[config.mk]
export PLATFORM = sky130hd
export DESIGN_NAME = uart_frame_engine
export DESIGN_NICKNAME = d
export VERILOG_FILES = /design/src/rtl/uart_fe_pkg.sv /design/src/rtl/uart_fe_timing.sv /design/src/rtl/uart_fe_sync.sv /design/src/rtl/uart_fe_tx.sv /design/src/rtl/uart_fe_rx.sv /design/src/rtl/uart_frame_engine.sv
export SDC_FILE = /design/constraint.sdc
export NUM_CORES = 1
export LEC_CHECK = 0
export ABC_AREA = 1
export BUFFER_PORTS_ARGS = -buffer_cell sky130_fd_sc_hd__clkbuf_2
export CAP_MARGIN = 30
export CORE_MARGIN = 4
export CORE_UTILIZATION = 50
export DETAILED_ROUTE_END_ITERATION = 10
export GPL_ROUTABILITY_DRIVEN = 0
export HOLD_SLACK_MARGIN = 0.08
export PLACE_DENSITY = 0.72
export SYNTH_ARGS = -nofsm -noshare
export SYNTH_HDL_FRONTEND = slang
export SYNTH_SLANG_ARGS = --single-unit
[constraint.sdc]
create_clock -name clk -period 2.9 [get_ports clk]
set_clock_uncertainty 0.15 [all_clocks]
set_input_delay 0 -clock clk [delete_from_list [all_inputs] [get_ports clk]]
set_output_delay 0 -clock clk [all_outputs]
set_load 0.01 [all_outputs]
[src/rtl/uart_fe_pkg.sv]
package uart_fe_pkg;

    typedef enum logic [2:0] {
        TX_IDLE,
        TX_START,
        TX_DATA,
        TX_PARITY,
        TX_STOP
    } tx_state_t;

    typedef enum logic [2:0] {
        RX_IDLE,
        RX_START,
        RX_DATA,
        RX_PARITY,
        RX_STOP,
        RX_WAIT_HIGH
    } rx_state_t;

    // index of the last data bit for a width code (5..8 bits)
    function automatic logic [2:0] last_bit_idx(input logic [1:0] code);
        return 3'd4 + {1'b0, code};
    endfunction

endpackage

[src/rtl/uart_fe_timing.sv]
module uart_fe_timing #(
    parameter int DIV_W = 20
) (
    input  logic [DIV_W-1:0] div,
    input  logic [1:0]       stop_code,
    output logic [DIV_W-1:0] per,
    output logic [DIV_W-1:0] half,
    output logic [DIV_W:0]   stop_cyc
);
    logic [2:0]       halves;
    logic [DIV_W+2:0] prod;

    always_comb begin
        per      = (div < DIV_W'(2)) ? DIV_W'(2) : div;
        half     = per >> 1;
        halves   = (stop_code == 2'd0) ? 3'd2 : 3'd1 + {1'b0, stop_code};
        prod     = (DIV_W+3)'(per) * (DIV_W+3)'(halves);
        stop_cyc = prod[DIV_W+1:1];
    end
endmodule

[src/rtl/uart_fe_sync.sv]
module uart_fe_sync #(
    parameter int STAGES = 2
) (
    input  logic clk,
    input  logic rst_n,
    input  logic d,
    output logic q
);
    logic [STAGES-1:0] pipe;

    always_ff @(posedge clk or negedge rst_n) begin
        if (!rst_n) pipe <= '1;
        else        pipe <= {pipe[STAGES-2:0], d};
    end

    assign q = pipe[STAGES-1];
endmodule

[src/rtl/uart_fe_tx.sv]
module uart_fe_tx
    import uart_fe_pkg::*;
#(
    parameter int DIV_W = 20,
    parameter int DW    = 8
) (
    input  logic             clk,
    input  logic             rst_n,
    input  logic [DIV_W-1:0] per,
    input  logic [DIV_W:0]   stop_cyc,
    input  logic [1:0]       len_code,
    input  logic             par_en,
    input  logic             par_odd,
    input  logic             cts_ok,
    input  logic             tx_valid,
    input  logic [DW-1:0]    tx_data,
    output logic             tx_ready,
    output logic             tx_line
);
    tx_state_t        state_q, state_d;
    logic [DIV_W:0]   cnt_q, cnt_d;
    logic [DW-1:0]    sh_q, sh_d;
    logic [2:0]       nbit_q, nbit_d;
    logic             par_q, par_d;
    logic             bit_done;

    assign bit_done = (cnt_q == {1'b0, per} - 1'b1);

    always_comb begin
        state_d = state_q;
        cnt_d   = cnt_q + 1'b1;
        sh_d    = sh_q;
        nbit_d  = nbit_q;
        par_d   = par_q;
        unique case (state_q)
            TX_IDLE: begin
                cnt_d = '0;
                if (tx_valid && cts_ok) begin
                    state_d = TX_START;
                    sh_d    = tx_data;
                    par_d   = par_odd;
                    nbit_d  = '0;
                end
            end
            TX_START: begin
                if (bit_done) begin
                    cnt_d   = '0;
                    state_d = TX_DATA;
                end
            end
            TX_DATA: begin
                if (bit_done) begin
                    cnt_d  = '0;
                    par_d  = par_q ^ sh_q[0];
                    sh_d   = sh_q >> 1;
                    nbit_d = nbit_q + 3'd1;
                    if (nbit_q == last_bit_idx(len_code))
                        state_d = par_en ? TX_PARITY : TX_STOP;
                end
            end
            TX_PARITY: begin
                if (bit_done) begin
                    cnt_d   = '0;
                    state_d = TX_STOP;
                end
            end
            TX_STOP: begin
                if (cnt_q == stop_cyc - 1'b1) begin
                    cnt_d   = '0;
                    state_d = TX_IDLE;
                end
            end
            default: state_d = TX_IDLE;
        endcase
    end

    always_ff @(posedge clk or negedge rst_n) begin
        if (!rst_n) begin
            state_q <= TX_IDLE;
            cnt_q   <= '0;
            sh_q    <= '0;
            nbit_q  <= '0;
            par_q   <= 1'b0;
        end else begin
            state_q <= state_d;
            cnt_q   <= cnt_d;
            sh_q    <= sh_d;
            nbit_q  <= nbit_d;
            par_q   <= par_d;
        end
    end

    always_comb begin
        tx_ready = (state_q == TX_IDLE) && cts_ok;
        unique case (state_q)
            TX_START:  tx_line = 1'b0;
            TX_DATA:   tx_line = sh_q[0];
            TX_PARITY: tx_line = par_q;
            default:   tx_line = 1'b1;
        endcase
    end
endmodule

[src/rtl/uart_fe_rx.sv]
module uart_fe_rx
    import uart_fe_pkg::*;
#(
    parameter int DIV_W = 20,
    parameter int DW    = 8
) (
    input  logic             clk,
    input  logic             rst_n,
    input  logic [DIV_W-1:0] per,
    input  logic [DIV_W-1:0] half,
    input  logic [1:0]       len_code,
    input  logic             par_en,
    input  logic             par_odd,
    input  logic             line,
    output logic             rx_valid,
    output logic [DW-1:0]    rx_data,
    output logic             rx_par_err,
    output logic             rx_frm_err
);
    rx_state_t        state_q, state_d;
    logic [DIV_W:0]   cnt_q, cnt_d;
    logic [DW-1:0]    sh_q, sh_d;
    logic [2:0]       nbit_q, nbit_d;
    logic             acc_q, acc_d;
    logic             perr_q, perr_d;
    logic             emit, emit_fe;
    logic             bit_done;

    assign bit_done = (cnt_q == {1'b0, per} - 1'b1);

    always_comb begin
        state_d = state_q;
        cnt_d   = cnt_q + 1'b1;
        sh_d    = sh_q;
        nbit_d  = nbit_q;
        acc_d   = acc_q;
        perr_d  = perr_q;
        emit    = 1'b0;
        emit_fe = 1'b0;
        unique case (state_q)
            RX_IDLE: begin
                cnt_d = '0;
                if (!line) state_d = RX_START;
            end
            RX_START: begin
                if (cnt_q == {1'b0, half} - 1'b1) begin
                    cnt_d   = '0;
                    state_d = line ? RX_IDLE : RX_DATA;
                    sh_d    = '0;
                    nbit_d  = '0;
                    acc_d   = par_odd;
                    perr_d  = 1'b0;
                end
            end
            RX_DATA: begin
                if (bit_done) begin
                    cnt_d        = '0;
                    sh_d[nbit_q] = line;
                    acc_d        = acc_q ^ line;
                    nbit_d       = nbit_q + 3'd1;
                    if (nbit_q == last_bit_idx(len_code))
                        state_d = par_en ? RX_PARITY : RX_STOP;
                end
            end
            RX_PARITY: begin
                if (bit_done) begin
                    cnt_d   = '0;
                    perr_d  = (line != acc_q);
                    state_d = RX_STOP;
                end
            end
            RX_STOP: begin
                if (bit_done) begin
                    cnt_d   = '0;
                    emit    = 1'b1;
                    emit_fe = !line;
                    state_d = line ? RX_IDLE : RX_WAIT_HIGH;
                end
            end
            RX_WAIT_HIGH: begin
                cnt_d = '0;
                if (line) state_d = RX_IDLE;
            end
            default: state_d = RX_IDLE;
        endcase
    end

    always_ff @(posedge clk or negedge rst_n) begin
        if (!rst_n) begin
            state_q <= RX_IDLE;
            cnt_q   <= '0;
            sh_q    <= '0;
            nbit_q  <= '0;
            acc_q   <= 1'b0;
            perr_q  <= 1'b0;
        end else begin
            state_q <= state_d;
            cnt_q   <= cnt_d;
            sh_q    <= sh_d;
            nbit_q  <= nbit_d;
            acc_q   <= acc_d;
            perr_q  <= perr_d;
        end
    end

    always_ff @(posedge clk or negedge rst_n) begin
        if (!rst_n) begin
            rx_valid   <= 1'b0;
            rx_data    <= '0;
            rx_par_err <= 1'b0;
            rx_frm_err <= 1'b0;
        end else begin
            rx_valid <= emit;
            if (emit) begin
                rx_data    <= sh_q;
                rx_par_err <= perr_q && par_en;
                rx_frm_err <= emit_fe;
            end
        end
    end
endmodule

[src/rtl/uart_frame_engine.sv]
module uart_frame_engine #(
    parameter int DIV_W       = 20,
    parameter int DW          = 8,
    parameter int SYNC_STAGES = 2
) (
    input  logic             clk,
    input  logic             rst_n,
    input  logic [DIV_W-1:0] cfg_div,
    input  logic [1:0]       cfg_len,
    input  logic [1:0]       cfg_stop,
    input  logic             cfg_par_en,
    input  logic             cfg_par_odd,
    input  logic             cfg_loop,
    input  logic             cfg_cts_gate,
    input  logic             inv_rxd,
    input  logic             inv_txd,
    input  logic             inv_cts,
    input  logic             inv_rts,
    input  logic             rts_ctl,
    input  logic             tx_valid,
    input  logic [DW-1:0]    tx_data,
    output logic             tx_ready,
    output logic             rx_valid,
    output logic [DW-1:0]    rx_data,
    output logic             rx_par_err,
    output logic             rx_frm_err,
    input  logic             rxd,
    input  logic             cts,
    output logic             txd,
    output logic             rts
);
    logic [DIV_W-1:0] per, half;
    logic [DIV_W:0]   stop_cyc;
    logic             tx_line, rxd_s, rx_line, cts_ok;

    uart_fe_timing #(.DIV_W(DIV_W)) i_timing (
        .div(cfg_div), .stop_code(cfg_stop),
        .per(per), .half(half), .stop_cyc(stop_cyc)
    );

    uart_fe_sync #(.STAGES(SYNC_STAGES)) i_sync (
        .clk(clk), .rst_n(rst_n), .d(rxd ^ inv_rxd), .q(rxd_s)
    );

    assign cts_ok  = !cfg_cts_gate || (cts ^ inv_cts);
    assign rx_line = cfg_loop ? tx_line : rxd_s;
    assign txd     = tx_line ^ inv_txd;
    assign rts     = rts_ctl ^ inv_rts;

    uart_fe_tx #(.DIV_W(DIV_W), .DW(DW)) i_tx (
        .clk(clk), .rst_n(rst_n), .per(per), .stop_cyc(stop_cyc),
        .len_code(cfg_len), .par_en(cfg_par_en), .par_odd(cfg_par_odd),
        .cts_ok(cts_ok), .tx_valid(tx_valid), .tx_data(tx_data),
        .tx_ready(tx_ready), .tx_line(tx_line)
    );

    uart_fe_rx #(.DIV_W(DIV_W), .DW(DW)) i_rx (
        .clk(clk), .rst_n(rst_n), .per(per), .half(half),
        .len_code(cfg_len), .par_en(cfg_par_en), .par_odd(cfg_par_odd),
        .line(rx_line), .rx_valid(rx_valid), .rx_data(rx_data),
        .rx_par_err(rx_par_err), .rx_frm_err(rx_frm_err)
    );
endmodule

==> impl.org <==
** Drt
- In the final routed layout, each cell accounts on average for 15.35 um.
- Number of design rule violations left after detail routing :: 0
- Total vias in the final route :: 10530
- Post-DR vias/cell :: 5.328
- After detailed routing, the total wire length is 30.32 mm.
- The first detailed-routing pass took 5 iterations.
- The detail route stage leaves a number of antenna-violating nets equal to 0.
- The first routing iteration left 825 violations.

** Setup path
- At the worst endpoint, the required time is 2990 ps.
- The critical path crosses 31 cells after its start point.
- Broken down by cell family, the worst path's largest delay share belongs to simple AND/OR/NAND/NOR gates.
- The worst register-to-register path ends at i_tx.cnt_q[20]$_DFF_PN0_.
- Arr. time, crit path :: 3960 ps
- Kind of end point of the critical path :: flip-flop
- Critical path launch point :: cfg_div[11]
- Across all register-to-register paths, the minimum setup slack is -150 ps.
- Highest-delay cell along the critical path :: sky130_fd_sc_hd__fa_2
- The worst setup path is of the in2reg kind.
- Critical R2R Launch :: i_tx.cnt_q[1]$_DFF_PN0_
- Logic depth of the worst register-to-register path :: 16
- Counting both buffers and inverters, the worst setup path holds a total of 5.
- In this run the worst path has a maximum fanout of 5.
- The most critical setup path has its endpoint at i_tx.state_q[1]$_DFFE_PN0P_.
- STA classifies the critical path startpoint as an input pin.
- Slowest cell delay on critical path :: 560 ps

** Clock network
- The number of clock buffers added by TritonCTS is 9.
- The clock net in this run drives a total of 86 sinks.
- The clock passes through at most 2 buffers.
- Clock edge transition at the registers on the reported setup and hold paths :: 70 ps
- The tree is rooted in a sky130_fd_sc_hd__clkbuf_16.
- The clock tree synthesis step divided the H-tree into 3 levels.
- TritonCTS built the clock tree.
- Clock insertion delay at the later pin of the skew report :: 350 ps

** Global route
- Vias in the first global route :: 9798
- Number of antenna violations at the first check in global routing :: 0
- The first global-routing pass estimated 47.13 mm of wire.
- Entering global routing, the biggest net connects 66 pins.
- Overall overflow remaining after global route :: 0
- Global-route usage over all layers :: 26.66%

** Placed design
- The number of placed instances, taps included, is 1920.
- The HPWL after detailed placement is 22.85 mm.
- Placed Instance Area :: 11440 sq um
- IO buf count :: 59

** Synth
- Part of the Yosys area used for sequential elements :: 22.62%
- Mean area per synthesized cell :: 6.462 sq um
- Synthesized netlist cell count :: 1474
- Synth area leaders :: sky130_fd_sc_hd__dfrtp_1 22%, sky130_fd_sc_hd__nand2_1 18%, sky130_fd_sc_hd__inv_1 8.3%, sky130_fd_sc_hd__xor2_1 8.3%, sky130_fd_sc_hd__nand3_1 6.5%
- In this run the biggest area consumer among cell types represents 22.07% of the synthesized area.
- Yosys mapped the design onto 56 distinct sky130hd cell types.
- Summing every instance area after synthesis gives 9525 sq um.
- Syn_nets :: 1567
- Yosys mapped a number of flops with a built-in enable equal to 0.
- In the synthesized netlist the async set-or-reset flop fraction comes to 100.0%.
- Of all cell types, the one taking the most synthesized area is sky130_fd_sc_hd__dfrtp_1.
- The synthesized design contains 86 register bits.
- Commonest cells post-synth :: 466 x sky130_fd_sc_hd__nand2_1, 210 x sky130_fd_sc_hd__inv_1, 137 x sky130_fd_sc_hd__nor2_1
- In the synthesized netlist the dominant register cell turns out to be sky130_fd_sc_hd__dfrtp_1.
- Yosys synthesis warning count :: 0
- Leading cell type by number of instances after synthesis :: sky130_fd_sc_hd__nand2_1

** Power
- Post-layout total power :: 6.236 mW
- Leakage power summed over all cells :: 6.565 nW
- In this run the power density over the cells is 489.7 nW/um^2.
- The worst-case IR drop observed on VDD is 0.0005257 V.

** STA
- At the pin with the least slew margin, the transition time is 856.4 ps.
- Peak clock frequency supported by timing :: 0.2583 GHz
- Final Worst Setup Slack :: -970.9 ps
- Unrepaired setup endpoints after global routing :: true
- Final hold viol count :: 0
- Tightest hold margin :: 82.91 ps
- Final worst path period need :: 3871 ps
- Final number of setup-violating endpoints :: 83
- Max_slew headroom :: 42.90%
- After layout, the worst path uses 133.5% of the clock period.
- Slew Viols, Final :: 0

** Finish
- Summing all non-filler instances in the final layout gives an area of 12730 sq um.
- Registers take 2155 sq um.
- For this run, the post-layout net count is 1830.
- Summing all multi-input logic gate instances after layout gives 6817 sq um.
- The number of antenna diodes in the final layout is 0.
- The post-route netlist has 26.06% of its cells at a drive strength greater than 1.
- The filler cells instantiated in the layout total 1503.
- Final instance count without filler cells :: 1976
- From synthesis to final layout, the design area changed by 33.68%.

** Run
- Max-cap violations in this run came to 0.

** Floorplan
- Chip Width :: 146.0 um
- Starting Density :: 50.92%
- The floorplan step defined a die boundary enclosing 21320 sq um.
- Pin placement for this block handled 60 I/O pins.
- Number of rows created at floorplan :: 50
- Area inside the core boundary :: 18710 sq um
- Height of the die :: 146.0 um

** Min path
- The worst hold path begins at cfg_cts_gate.
- In this run the worst hold path is classified as in2reg.

** Run status
- The run finished, with violations left.
- Violations in the final reports :: negative setup slack
## kinds of logic after synthesis
family | count (synthesis) | share of synthesized area [%]
flip-flops | 86 | 22.62
adder cells (fa/ha/maj) | 47 | 7.671
AND/OR/NAND/NOR | 862 | 40.47
buffers and inverters | 255 | 11.13
AO/OA/AOI/OAI | 98 | 5.819
XOR/XNOR | 117 | 11.35
multiplexers | 9 | 0.9458
## per-layer routing
metal | vias up | GRT usage (%) | wire (um)
met4 | 0 | 11.48 | 1452
met1 | 4876 | 35.03 | 12810
li1 | 5167 | - | -
met3 | 89 | 4.283 | 2013
met5 | - | 0 | 0
met2 | 397 | 43.73 | 14050
## layout make-up
| cell class | instances | area share (%) |
|---|---|---|
| multi-input cells | 1133 | 53.53 |
| repair buffers | 290 | 18.47 |
| flip-flops and latches | 86 | 16.92 |
| inverters | 217 | 6.475 |
| well taps | 234 | 2.299 |
| clock buffers | 10 | 1.877 |
| clock inverters | 6 | 0.4225 |
## worst min path at each step
stage          slack (ps)                          end  depth (start not counted)
6_report               80  i_tx.state_q[0]$_DFFE_PN0P_                          8
5_1_grt               120                          rts                          3
4_1_cts                90  i_tx.state_q[0]$_DFFE_PN0P_                          8
3_5_place_dp          0.4  i_rx.rx_data[2]$_DFFE_PN0P_                          1
3_3_place_gp           -3  i_rx.rx_data[2]$_DFFE_PN0P_                          1
2_1_floorplan        -450       i_rx.acc_q$_DFFE_PN0P_                          0
## flip-flops by register name, indices dropped and copies added (netlist names)
register and flops:
i_rx.acc_q 1, i_tx.nbit_q 3, i_rx.perr_q 1, i_rx.rx_data 8, i_sync.pipe 2, i_rx.rx_frm_err 1, i_rx.cnt_q 21, i_rx.sh_q 8
i_rx.rx_valid 1, i_rx.nbit_q 3, i_tx.par_q 1, i_rx.state_q 3, i_rx.rx_par_err 1, i_tx.sh_q 8, i_tx.cnt_q 21, i_tx.state_q 3
## worst min-delay path: cells and delay by family
kind	cells	cell delay, ps
and+or+nand+nor	7	480
buffers and inverters	1	80
## power by group
| part | total, mW | switching [mW] | internal [mW] |
|---|---|---|---|
| logic | 3.51 | 2.01 | 1.50 |
| clock network | 1.14 | 0.521 | 0.619 |
| registers | 1.58 | 0.200 | 1.38 |
## per-stage QoR
stage	setup TNS [ps]	utilization (%)	setup slack (ps)
final	-31640	68.07	-970.9
after global routing	-45560	68.07	-1203
after CTS	-23870	64.40	-775.0
after detailed placement	-66110	61.16	-1379
after global placement	-57570	61.16	-1264
after floorplan	-28970	-	-1054
## cell usage in the layout, fill, tap and decap left out, types with 16 or more instances in the layout
master / netlist / final
sky130_fd_sc_hd__xnor2_1: 22 / 20
sky130_fd_sc_hd__nand4_1: 37 / 37
sky130_fd_sc_hd__nor2_2: 13 / 18
sky130_fd_sc_hd__nor2_4: 9 / 19
sky130_fd_sc_hd__nand2_1: 466 / 443
sky130_fd_sc_hd__inv_1: 210 / 203
sky130_fd_sc_hd__nor3_1: 28 / 28
sky130_fd_sc_hd__ha_1: 28 / 25
sky130_fd_sc_hd__buf_4: 7 / 195
sky130_fd_sc_hd__xor2_1: 90 / 86
sky130_fd_sc_hd__nor2_1: 137 / 122
sky130_fd_sc_hd__nand3_2: 4 / 20
sky130_fd_sc_hd__nand3_1: 124 / 106
sky130_fd_sc_hd__o21ai_0: 19 / 16
sky130_fd_sc_hd__a21oi_1: 40 / 27
sky130_fd_sc_hd__dfrtp_1: 84 / 84
sky130_fd_sc_hd__buf_6: 7 / 17
sky130_fd_sc_hd__nand2_2: 8 / 28
sky130_fd_sc_hd__clkbuf_2: 0 / 46
sky130_fd_sc_hd__fa_1: 19 / 18
## timing repair
| action | CTS | global route |
|---|---|---|
| hold endpoints to repair | 82 | 0 |
| setup buffers | 7 | 18 |
| gates resized for setup | 31 | 126 |
| gates cloned | 0 | 4 |
| pin swaps | 28 | 31 |
| hold buffers | 15 | 0 |
| setup endpoints to repair | 84 | 84 |
Note: power is estimated with default switching activity, not from simulation.
